--- config.mk ---
export PLATFORM = sky130hd
export DESIGN_NAME = sleep_ctrl
export DESIGN_NICKNAME = d
export VERILOG_FILES = /design/src/rtl/sleep_ctrl_pkg.sv /design/src/rtl/sleep_ctrl_dp.sv /design/src/rtl/sleep_ctrl_fsm.sv /design/src/rtl/sleep_ctrl.sv
export SDC_FILE = /design/constraint.sdc
export NUM_CORES = 1
export LEC_CHECK = 0
export BUFFER_PORTS_ARGS = -buffer_cell sky130_fd_sc_hd__buf_2
export CORE_MARGIN = 2
export CORE_UTILIZATION = 45
export DETAILED_ROUTE_END_ITERATION = 8
export PLACE_DENSITY = 0.68
export SLEW_MARGIN = 20
export SYNTH_ARGS = -nofsm -noshare
export SYNTH_HDL_FRONTEND = slang
export SYNTH_SLANG_ARGS = --single-unit
--- constraint.sdc ---
create_clock -name clkIn -period 3.09 [get_ports clkIn]
set_input_delay 0.309 -clock clkIn [delete_from_list [all_inputs] [get_ports clkIn]]
set_output_delay 0.309 -clock clkIn [all_outputs]
set_load 0.02 [all_outputs]
--- src/rtl/sleep_ctrl_pkg.sv ---
package sleep_ctrl_pkg;

  typedef enum logic [1:0] {
    ST_ACTIVE = 2'd0,
    ST_ENTER  = 2'd1,
    ST_SLEEP  = 2'd2,
    ST_WAKE   = 2'd3
  } pwr_state_e;

  // strobes from control to datapath
  typedef struct packed {
    logic       forceWrEn;
    logic       clrForce;
    logic       latchMode;
    logic       setCause;
    logic       asleep;
    pwr_state_e state;
  } ctl_strb_t;

  localparam logic [7:0] OFF_CTRL   = 8'h00;
  localparam logic [7:0] OFF_PWR    = 8'h04;
  localparam logic [7:0] OFF_TRIG   = 8'h08;
  localparam logic [7:0] OFF_PINS   = 8'h14;
  localparam logic [7:0] OFF_SCR_A  = 8'h18;
  localparam logic [7:0] OFF_SCR_B  = 8'h1C;

  localparam logic [1:0] MODE_DEEP  = 2'd1;
  localparam int         CAUSE_LSB  = 8;

endpackage

--- src/rtl/sleep_ctrl_dp.sv ---
module sleep_ctrl_dp
  import sleep_ctrl_pkg::*;
#(
  parameter int DATA_W   = 32,
  parameter int ADDR_W   = 8,
  parameter int NUM_WAKE = 4
) (
  input  logic                  clk,
  input  logic                  rstN,
  input  logic                  selIn,
  input  logic                  wrIn,
  input  logic [ADDR_W-1:0]     addrIn,
  input  logic [DATA_W/8-1:0]   beIn,
  input  logic [DATA_W-1:0]     wdataIn,
  output logic [DATA_W-1:0]     rdataOut,
  input  logic [NUM_WAKE-1:0]   wakePinIn,
  input  ctl_strb_t             strb,
  output logic                  forceBit,
  output logic                  wakeHit,
  output logic                  deepSleepOut
);

  localparam int NUM_LANES = DATA_W / 8;

  logic                hitCtrl, hitPwr, hitTrig, hitPins, hitScrA, hitScrB;
  logic                wrAcc;
  logic [1:0]          modeReg;
  logic                deepLatched;
  logic [NUM_WAKE-1:0] trigEn;
  logic [NUM_WAKE-1:0] pinSync1, pinSync2, pinPrev, pinRise;
  logic [NUM_WAKE-1:0] causeReg, causeSet, causeClr;
  logic [DATA_W-1:0]   scratchA, scratchB;

  assign hitCtrl = (addrIn == ADDR_W'(OFF_CTRL));
  assign hitPwr  = (addrIn == ADDR_W'(OFF_PWR));
  assign hitTrig = (addrIn == ADDR_W'(OFF_TRIG));
  assign hitPins = (addrIn == ADDR_W'(OFF_PINS));
  assign hitScrA = (addrIn == ADDR_W'(OFF_SCR_A));
  assign hitScrB = (addrIn == ADDR_W'(OFF_SCR_B));
  assign wrAcc   = selIn && wrIn;

  // control register: force bit and mode field
  always_ff @(posedge clk) begin
    if (!rstN) begin
      forceBit <= 1'b0;
      modeReg  <= 2'd0;
    end else begin
      if (wrAcc && hitCtrl && beIn[0]) begin
        modeReg <= wdataIn[2:1];
        if (strb.forceWrEn) forceBit <= wdataIn[0];
      end
      if (strb.clrForce) forceBit <= 1'b0;
    end
  end

  always_ff @(posedge clk) begin
    if (!rstN)               deepLatched <= 1'b0;
    else if (strb.latchMode) deepLatched <= (modeReg == MODE_DEEP);
  end

  assign deepSleepOut = strb.asleep && deepLatched;

  always_ff @(posedge clk) begin
    if (!rstN)                           trigEn <= '0;
    else if (wrAcc && hitTrig && beIn[0]) trigEn <= wdataIn[NUM_WAKE-1:0];
  end

  // two-flop synchronizer then rising-edge detect
  always_ff @(posedge clk) begin
    if (!rstN) begin
      pinSync1 <= '0;
      pinSync2 <= '0;
      pinPrev  <= '0;
    end else begin
      pinSync1 <= wakePinIn;
      pinSync2 <= pinSync1;
      pinPrev  <= pinSync2;
    end
  end

  assign pinRise  = pinSync2 & ~pinPrev;
  assign wakeHit  = |(pinRise & trigEn);
  assign causeSet = strb.setCause ? (pinRise & trigEn) : '0;
  assign causeClr = (wrAcc && hitPins && beIn[1]) ?
                    wdataIn[CAUSE_LSB +: NUM_WAKE] : '0;

  always_ff @(posedge clk) begin
    if (!rstN) causeReg <= '0;
    else       causeReg <= (causeReg & ~causeClr) | causeSet;
  end

  // retained scratch words, one byte lane each
  for (genvar lane = 0; lane < NUM_LANES; lane++) begin : g_lane
    always_ff @(posedge clk) begin
      if (!rstN) begin
        scratchA[lane*8 +: 8] <= 8'd0;
        scratchB[lane*8 +: 8] <= 8'd0;
      end else begin
        if (wrAcc && hitScrA && beIn[lane]) scratchA[lane*8 +: 8] <= wdataIn[lane*8 +: 8];
        if (wrAcc && hitScrB && beIn[lane]) scratchB[lane*8 +: 8] <= wdataIn[lane*8 +: 8];
      end
    end
  end

  always_comb begin
    rdataOut = '0;
    if (selIn && !wrIn) begin
      if (hitCtrl) begin
        rdataOut[0]   = forceBit;
        rdataOut[2:1] = modeReg;
      end
      if (hitPwr)  rdataOut[1:0] = strb.state;
      if (hitTrig) rdataOut[NUM_WAKE-1:0] = trigEn;
      if (hitPins) begin
        rdataOut[NUM_WAKE-1:0]           = pinSync2;
        rdataOut[CAUSE_LSB +: NUM_WAKE]  = causeReg;
      end
      if (hitScrA) rdataOut = scratchA;
      if (hitScrB) rdataOut = scratchB;
    end
  end

endmodule

--- src/rtl/sleep_ctrl_fsm.sv ---
module sleep_ctrl_fsm
  import sleep_ctrl_pkg::*;
#(
  parameter int ENTER_CYCLES = 4,
  parameter int WAKE_CYCLES  = 4
) (
  input  logic      clk,
  input  logic      rstN,
  input  logic      forceBit,
  input  logic      wakeHit,
  output ctl_strb_t strb,
  output logic      pwrOnOut,
  output logic      pdnReqOut
);

  localparam int MAX_CYC = (ENTER_CYCLES > WAKE_CYCLES) ? ENTER_CYCLES : WAKE_CYCLES;
  localparam int CNT_W   = (MAX_CYC > 1) ? $clog2(MAX_CYC) : 1;

  pwr_state_e stateQ, stateD;
  logic [CNT_W-1:0] cntQ;
  logic enterDone, wakeDone;

  assign enterDone = (cntQ == CNT_W'(ENTER_CYCLES - 1));
  assign wakeDone  = (cntQ == CNT_W'(WAKE_CYCLES - 1));

  always_comb begin
    stateD = stateQ;
    case (stateQ)
      ST_ACTIVE: if (forceBit)  stateD = ST_ENTER;
      ST_ENTER:  if (enterDone) stateD = ST_SLEEP;
      ST_SLEEP:  if (wakeHit)   stateD = ST_WAKE;
      ST_WAKE:   if (wakeDone)  stateD = ST_ACTIVE;
      default:                  stateD = ST_ACTIVE;
    endcase
  end

  always_ff @(posedge clk) begin
    if (!rstN) begin
      stateQ <= ST_ACTIVE;
      cntQ   <= '0;
    end else begin
      stateQ <= stateD;
      if (stateD != stateQ) cntQ <= '0;
      else                  cntQ <= cntQ + 1'b1;
    end
  end

  always_comb begin
    strb.forceWrEn = (stateQ == ST_ACTIVE);
    strb.clrForce  = (stateQ == ST_ENTER) && enterDone;
    strb.latchMode = (stateQ == ST_ACTIVE) && forceBit;
    strb.setCause  = (stateQ == ST_SLEEP) && wakeHit;
    strb.asleep    = (stateQ == ST_SLEEP);
    strb.state     = stateQ;
  end

  assign pwrOnOut  = (stateQ != ST_SLEEP);
  assign pdnReqOut = (stateQ == ST_ENTER);

endmodule

--- src/rtl/sleep_ctrl.sv ---
module sleep_ctrl
  import sleep_ctrl_pkg::*;
#(
  parameter int DATA_W       = 32,
  parameter int ADDR_W       = 8,
  parameter int NUM_WAKE     = 4,
  parameter int ENTER_CYCLES = 4,
  parameter int WAKE_CYCLES  = 4
) (
  input  logic                clkIn,
  input  logic                rstN,
  input  logic                selIn,
  input  logic                wrIn,
  input  logic [ADDR_W-1:0]   addrIn,
  input  logic [DATA_W/8-1:0] beIn,
  input  logic [DATA_W-1:0]   wdataIn,
  output logic [DATA_W-1:0]   rdataOut,
  input  logic [NUM_WAKE-1:0] wakePinIn,
  output logic                pwrOnOut,
  output logic                pdnReqOut,
  output logic                deepSleepOut
);

  ctl_strb_t ctlStrb;
  logic      forceBit;
  logic      wakeHit;

  sleep_ctrl_fsm #(
    .ENTER_CYCLES(ENTER_CYCLES),
    .WAKE_CYCLES (WAKE_CYCLES)
  ) u_fsm (
    .clk      (clkIn),
    .rstN     (rstN),
    .forceBit (forceBit),
    .wakeHit  (wakeHit),
    .strb     (ctlStrb),
    .pwrOnOut (pwrOnOut),
    .pdnReqOut(pdnReqOut)
  );

  sleep_ctrl_dp #(
    .DATA_W  (DATA_W),
    .ADDR_W  (ADDR_W),
    .NUM_WAKE(NUM_WAKE)
  ) u_dp (
    .clk         (clkIn),
    .rstN        (rstN),
    .selIn       (selIn),
    .wrIn        (wrIn),
    .addrIn      (addrIn),
    .beIn        (beIn),
    .wdataIn     (wdataIn),
    .rdataOut    (rdataOut),
    .wakePinIn   (wakePinIn),
    .strb        (ctlStrb),
    .forceBit    (forceBit),
    .wakeHit     (wakeHit),
    .deepSleepOut(deepSleepOut)
  );

endmodule

# == Yosys cells after proc, flatten, opt, wreduce, memory -nomap -nowiden ==
# Cells that the tools add are included.
# classes
bitwise_logic,7
n_addsub,1
n_reduce_logical,29
eq_ne,12
muxes,15
# op_table
op,n
$mux 32,3
$eq 8x5->1 const B,3
$logic_and 1x1->1,22
$mux 4,5
$and 4x4->4,3
$mux 2,5
$eq 8x3->1 const B,1
$eq 8x4->1 const B,1
$logic_not 8->1,1
$not 4->4,2
$pmux 2 s4,1
$eq 2x2->1 const B,3
$eq 2x1->1 const B,2
$or 4x4->4,1
$reduce_or 2->1,2
$reduce_or 4->1,1
$mux 3,1
$add 2x1->2 const B,1
$logic_not 2->1,1
$ne 2x2->1,1
$ne 2x2->1 const B,1
$reduce_and 2->1,1
$logic_not 1->1,1
$not 1->1,1
# word_totals
word_cells,82
inputBits,52
output_inout_bits,35
register_bits,92

# == Longest topological paths before layout ==
# Gate-level depths: netlist of the first run.
# depth
depth_word,8
mapped_depth,6
mapped_depth_nobuf,4

# == Hierarchy ==
# A second synthesis of the first run with hierarchy kept.
# unflattened
hier_cells,489
hier_area_um2,4344.2
# by_module_without_submodules
module,cells_per_inst,area_each_um2,seq_area_each_um2,n_inst
sleep_ctrl_dp,464,4106.4,1761.7,1
sleep_ctrl_fsm,25,237.7,80.1,1

# == Least setup slack after synthesis of the first run ==
# No wires, ideal clock.
# synth_path
path_type,in2out
from,in addrIn[5]
to,out rdataOut[10]
t_arrival_ps,1782
path_slack_ps,999
n_path_buf,1
required_time_ps,2781
path_stages,4
cell_sequence,nor4b_2 buf_4 nand3_1 nor4_1
# synth_via
elab_chain_cells,5
word_cells_on_any_way,7
classes_between,eq/ne (3); mux (4)
# synth_rtl
item,line,text
"start, declared",sleep_ctrl.sv:14,"input logic [ADDR_W-1:0] addrIn,"
$eq 8x5->1,sleep_ctrl_dp.sv:37,assign hitPins = (addrIn == ADDR_W'(OFF_PINS));
$mux 4,sleep_ctrl_dp.sv:114,if (hitPins) begin
$mux 32,sleep_ctrl_dp.sv:118,if (hitScrA) rdataOut = scratchA;
$mux 32 (*),sleep_ctrl_dp.sv:119,if (hitScrB) rdataOut = scratchB;
$mux 32 (*),sleep_ctrl_dp.sv:107,if (selIn && !wrIn) begin
"end, declared",sleep_ctrl.sv:17,"output logic [DATA_W-1:0] rdataOut,"
# Mark *: on every way between the ends. The rest lies on a longest branch, timed or not.

# == Worst setup path in the final report of the first run ==
# layout_path
from,in addrIn[3]
to,out rdataOut[15]
# layout_via
elab_chain_cells,4
word_cells_on_any_way,5
classes_between,eq/ne (2); mux (3)
# layout_rtl
item,line,text
$eq 8x5->1,sleep_ctrl_dp.sv:38,assign hitScrA = (addrIn == ADDR_W'(OFF_SCR_A));
$mux 32,sleep_ctrl_dp.sv:118,
$mux 32 (*),sleep_ctrl_dp.sv:119,
$mux 32 (*),sleep_ctrl_dp.sv:107,
# Marked as above.

==> metrics.cfg, run 1 <==
[outcome]
status=finished, final reports clean

[worst_setup_path]
r2r_slack_ps=1440
setup.worst_path.class=input port to output pin
crit_chain=buf_2 -> nor4b_4 -> and2_1 -> buf_4 -> a22oi_1 -> nor2_1 -> buf_2
path_buf_inv=3
critPathMaxStageDelay_ps=500
worstPathArrival_ps=2060
cp_common_cell=buf_2
critPathSlowestCell=nor4b_4
crit_path_max_fanout=32
critPathCaptureType=output pin
cp-start-kind=input port
cp.required_ps=2780
crit_family=simple AND/OR/NAND/NOR gates

[synth]
synth_top_family_by_area=simple AND/OR/NAND/NOR gates
ys_types=37
synth.yosys.seq_area_share_pct=46.6
ys_async_sr_fraction_pct=0
synth_xor_area_share_pct=0.222
synth.ff_latch_count=92
synthAdderAreaFrac_pct=0.317
syn-cell-area_um2=3950
synth-simple-area-share_pct=28.3
avgSynthCellArea_um2=8.04
netlist_instances=491
yosys-mux-area-fraction_pct=2.03
synth-edff-count=0
synth_warnings=0
synth_compound_area_share_pct=18.1
synth_ff_type=dfxtp_1
synth.net_count=544

[drt]
ant_nets=0
postRouteWirelength_um=10000
drtPass1Iterations=7
drt_iter0_drc=245
routedWlPerCell_um=15.0
drc=0
num_vias=3739
drt-vias-per-instance=5.61

[floorplan]
start_util_pct=45.7
die_area_um2=9540
coreArea_um2=8640
fp.dieW_um=97.7
io_pins=87
num_rows=34
die_h_um=97.7

[sta]
rsz0062_at_grt=false
setup_viol=0
hold_violations=0
setup_tns_ps=0
period_minus_slack_ps=2370
period_share_pct=76.7
drv_slew=0
fmax_ghz=0.422
slew_headroom_pct=37.3
hold_slack_ps=148
worst_slew_pin_slew_ps=939
finClkSkew_ps=6.41

[finish]
final_nets=608
final_area_um2=4570
drive_gt1_share_pct=20.0
n_antenna_cell=0
layout_common_cells=dfxtp_1, buf_2, nand3_1, nand2_1, o21ai_0
final_common_cell=dfxtp_1
syn_to_final_growth_pct=15.6
utilization_pct=52.9

[cts]
clock_sinks=92
numCtsBuffers=9
post_cts_resized=0
cts_tree=done
htree_levels=3
clkLatencyLatePin_ps=360
cts_buffer_depth=2
hold_buffers=0
cts-root-buf=clkbuf_8
post_cts_buffers=0
path_clk_slew_ps=80

[placed_design]
hpwl_um=7040
postPlaceCellArea_um2=4400
port_buffers=86
place_congestion=0.940

[grt]
antenna_found_initial=0
grt_max_degree=64
gr-usage-all-layers_pct=21.5
grt_overflow=0
grt_pass1_wl_um=16800
first_global_vias=3443

[pwr]
peakVddDrop_uv=196
powerDensity_nw_per_um2=445
power_uw=2030
p_switching_uw=506
power.clock.fraction_pct=35.0
power.internal_uw=1530
swShare_pct=24.9
pwr-share-seq_pct=58.8
comb_power_share_pct=6.1
p_leak_uw=0.00178

[min_path]
hold_class=input port to flip-flop

[flow_run]
drv_cap=0

## sequential cells by signal, summed over array words and instances (netlist names)
register / cells
u_dp.scratchA: 32
u_dp.causeReg: 4
u_dp.pinSync1: 4
u_fsm.stateQ: 2
u_dp.pinSync2: 4
u_dp.scratchB: 32
u_dp.deepLatched: 1
u_dp.modeReg: 2
u_fsm.cntQ: 2
u_dp.pinPrev: 4
u_dp.forceBit: 1
u_dp.trigEn: 4
## cells in the mapped netlist (5+ instances only)
cell	n	area, µm²
nor4_1	7	43.8
nor3_1	5	25.0
buf_2	9	45.0
nand3_1	70	350
o21ai_0	52	260
a22oi_1	24	180
nand2_1	56	210
nand4_1	7	43.8
clkbuf_1	28	105
mux2i_1	8	80.1
and2_1	13	81.3
nor2b_1	6	37.5
dfxtp_1	92	1840
a21oi_1	29	145
nor2_1	48	180
## worst reg2reg max path: stages (launching register included)
cell and delay [ps]:
dfxtp_1 500, inv_1 140, nor2_1 460, a21oi_1 150, a311oi_1 300
## per-stage QoR
step | cells | worst slack (ps)
6_report | 667 | 721
2_1_floorplan | 491 | 999
4_1_cts | 667 | 731
3_5_place_dp | 652 | 727
3_3_place_gp | 652 | 799
5_1_grt | 667 | 536
## per-layer routing
metal  up-vias  track usage [%]  part of all wire (%)  wire length (µm)
met5         -                0                     0                 0
met4         0             8.87                   2.3               227
met3        20             3.88                   3.9               395
met2        93             33.7                    47              4720
met1      1760             29.3                    47              4690
li1       1866                -                     -                 -
## area by class of cell
class / count / area [µm²]
inverter: 3 / 11.3
timing repair buffer: 92 / 475
sequential: 92 / 1840
clock inverter: 5 / 38.8
fill: 863 / 4070
clock buffer: 10 / 128
multi-input combinational: 357 / 1940
tap: 108 / 135
## logic make-up after synthesis
| group | count (synthesis) |
|---|---|
| adders and majority gates | 1 |
| xor gates and xnor gates | 1 |
| AOI/OAI and AO/OA | 120 |
| DFF | 92 |
| and+or+nand+nor | 227 |
| buffers and inverters | 42 |
| muxes | 8 |
## power by group through the flow
| stage | logic, µW | clock network, µW | registers [µW] |
|---|---|---|---|
| after CTS | 124 | 722 | 1200 |
| after global placement | 122 | 0 | 1220 |
| after global routing | 138 | 777 | 1200 |
| after floorplan | 67.2 | 0 | 1220 |
| final | 125 | 713 | 1200 |
| after detailed placement | 124 | 0 | 1220 |
## worst paths after layout
check | from | end | depth (start not counted)
setup / recovery | addrIn[3] | rdataOut[15] | 7
hold / removal | wakePinIn[0] | u_dp.pinSync1[0] | 2
setup reg to reg | u_fsm.stateQ[1] | u_dp.causeReg[1] | 4
hold reg to reg | u_dp.pinSync1[2] | u_dp.pinSync2[2] | 1
(Power assumes the default switching activity.)
==> run 2, diff against run 1 <==
PLACE_DENSITY = 0.71   (was 0.68)
clock period = 1.93 ns   (was 3.09 ns; I/O delays follow)
==> run 2 against run 1 <==
First-iteration DRC count shrank 6.9%. Die area is the same. Clock skew shrank 3.1 ps. Non-clock buffer count grew 16. Critical endpoint is now rdataOut[10]. Clock power grew 68%. Setup slack lost 630 ps. Highest routed layer unchanged.
==> metrics.cfg, run 2 (synthesized netlist as in run 1, its figures left out) <==
[drt]
num_vias=3818  ; +2.1%
met1_length_um=4480  ; -4.5%
drt_iter0_drc=228  ; -6.9%
postRouteWirelength_um=9970  ; -0.62%
routedWlPerCell_um=14.6  ; -3.1%
drt-vias-per-instance=5.58  ; -0.43%
drtPass1Iterations=5  ; -2
ant_nets=0  ; unchanged
wl_met2_um=4720  ; +0.11%
detailroute.wirelength.met3_um=458  ; +16%
drc=0  ; unchanged
top_layer=met4

[pwr]
powerDensity_nw_per_um2=701  ; +57%
peakVddDrop_uv=298  ; +52%
p_leak_uw=0.00189  ; +6.1%

[cts]
path_clk_slew_ps=90  ; about the same
cts_tree=done
clkLatencyLatePin_ps=350  ; about the same
hold_buffers=0  ; unchanged
clock_sinks=92  ; unchanged
htree_levels=3  ; unchanged
numCtsBuffers=9  ; unchanged
cts-root-buf=clkbuf_8
post_cts_buffers=0  ; unchanged
cts_buffer_depth=2  ; unchanged

[finish]
n_antenna_cell=0  ; unchanged
syn_to_final_growth_pct=20.4
final_area_um2=4750  ; +4.1%
layout_common_cells=dfxtp_1, buf_2, nand3_1, nand2_1, o21ai_0
final_common_cell=dfxtp_1
fillCellCount=834  ; -3.4%
drive_gt1_share_pct=22.9  ; +2.9 points
final_nets=624  ; +2.6%
largest_registers=u_dp.scratchA x32, u_dp.scratchB x32

[outcome]
status=finished, final reports clean

[worst_setup_path]
r2r_slack_ps=500  ; -940 ps
worstPathArrival_ps=1640  ; -420 ps
cp_common_cell=buf_2
critPathSlowestCell=nor4_1
critPathCaptureType=output pin
critPathMaxStageDelay_ps=370  ; -130 ps
crit_path_start=addrIn[5]
setup.worst_path.class=input port to output pin
cp-start-kind=input port
crit_chain=buf_2 -> nor4b_2 -> buf_4 -> nand3_1 -> nor4_1 -> buf_2
crit_path_max_fanout=14  ; -56%
r2r_cells=5  ; +1
reg2reg_from=u_fsm.stateQ[1]
reg2reg_to=u_dp.causeReg[2]
cp.required_ps=1740  ; -1040 ps

[sta]
final.setup.worst_slack_ps=92.8  ; -628 ps
setup_viol=0  ; unchanged
fmax_ghz=0.544
drv_slew=0  ; unchanged
hold_violations=0  ; unchanged
rsz0062_at_grt=false
worst_slew_pin_slew_ps=391  ; -548 ps
setup_tns_ps=0  ; unchanged
finClkSkew_ps=3.30  ; -3.11 ps
period_minus_slack_ps=1840
period_share_pct=95.2
slew_headroom_pct=73.9  ; +37 points

[flow_run]
drv_cap=0  ; unchanged

[grt]
grt_max_degree=58  ; -9.4%
first_global_vias=3556  ; +3.3%
grt_overflow=0  ; unchanged
grt_pass1_wl_um=16600  ; -1.3%
gr-usage-all-layers_pct=21.2  ; -0.31 points
antenna_found_initial=0  ; unchanged

[placed_design]
place_worst_setup_slack_ps=20.0  ; -707 ps
hpwl_um=7070  ; +0.31%
place_congestion=0.832  ; -12%
postPlaceCellArea_um2=4560  ; +3.6%
port_buffers=86  ; unchanged

[floorplan]
start_util_pct=45.7  ; unchanged
fp.dieW_um=97.7  ; unchanged
die_area_um2=9540  ; unchanged
coreArea_um2=8640  ; unchanged
num_rows=34  ; unchanged
die_h_um=97.7  ; unchanged
io_pins=87  ; unchanged

[min_path]
hold_class=input port to flip-flop
hp-start=wakePinIn[0]
holdPathEnd=u_dp.pinSync1[0]
min_path_cells=2  ; unchanged

[run 2: cell count changes in the layout (fill, tap and decap cells not counted), moves of 2 or more]
cell | before | now
nor4_1 | 7 | 5
clkinv_4 | 0 | 2
buf_4 | 6 | 19
clkinvlp_4 | 4 | 1
buf_12 | 0 | 3
nor4_2 | 0 | 2
[run 2: cell type report]
type / count / area, µm² / share of cell area [%]
clock buffer: 10 / 138 / 2.89
clock inverter: 6 / 47.5 / 1.00
inverter: 3 / 11.3 / 0.237
multi-input combinational: 357 / 1950 / 41.0
sequential: 92 / 1840 / 38.7
tap: 108 / 135 / 2.84
timing repair buffer: 108 / 633 / 13.3
[run 2: where the power goes]
part / leakage (µW) / switching, µW / internal (µW)
sequential: 0.000743 / 5.81 / 1910
combinational: 0.00105 / 135 / 86.3
clock: 0.0000933 / 683 / 514
[run 2: worst max-delay path by stage]
stage	endpoint	cells after the start
2_1_floorplan	rdataOut[10]	4
3_3_place_gp	rdataOut[1]	7
3_5_place_dp	rdataOut[0]	7
4_1_cts	rdataOut[0]	7
5_1_grt	rdataOut[29]	8
6_report	rdataOut[10]	6
[run 2: layer usage]
layer / vias up / global-route usage (%)
met5: - / 0
met4: 0 / 9.08
met3: 24 / 3.81
met2: 95 / 34.6
met1: 1799 / 27.5
li1: 1900 / -
[run 2: worst max-delay path, delay by kind of cell]
family / cells / cell delay, ps
and+or+nand+nor: 3 / 870
buffers and inverters: 3 / 570
[run 2: metrics by stage]
step	util, %	cells	power, µW	hold slack, ps
2_1_floorplan	-	491	2070	303
3_3_place_gp	52.8	668	2180	398
3_5_place_dp	52.8	668	2180	404
4_1_cts	54.9	684	3350	25.0
5_1_grt	55.1	684	3460	24.7
6_report	55.1	684	3340	37.0
[run 2: timing repair]
item / in CTS / in global routing
gates resized for setup: 0 / 2
setup endpoints to repair: 0 / 4
hold endpoints to repair: 0 / 0
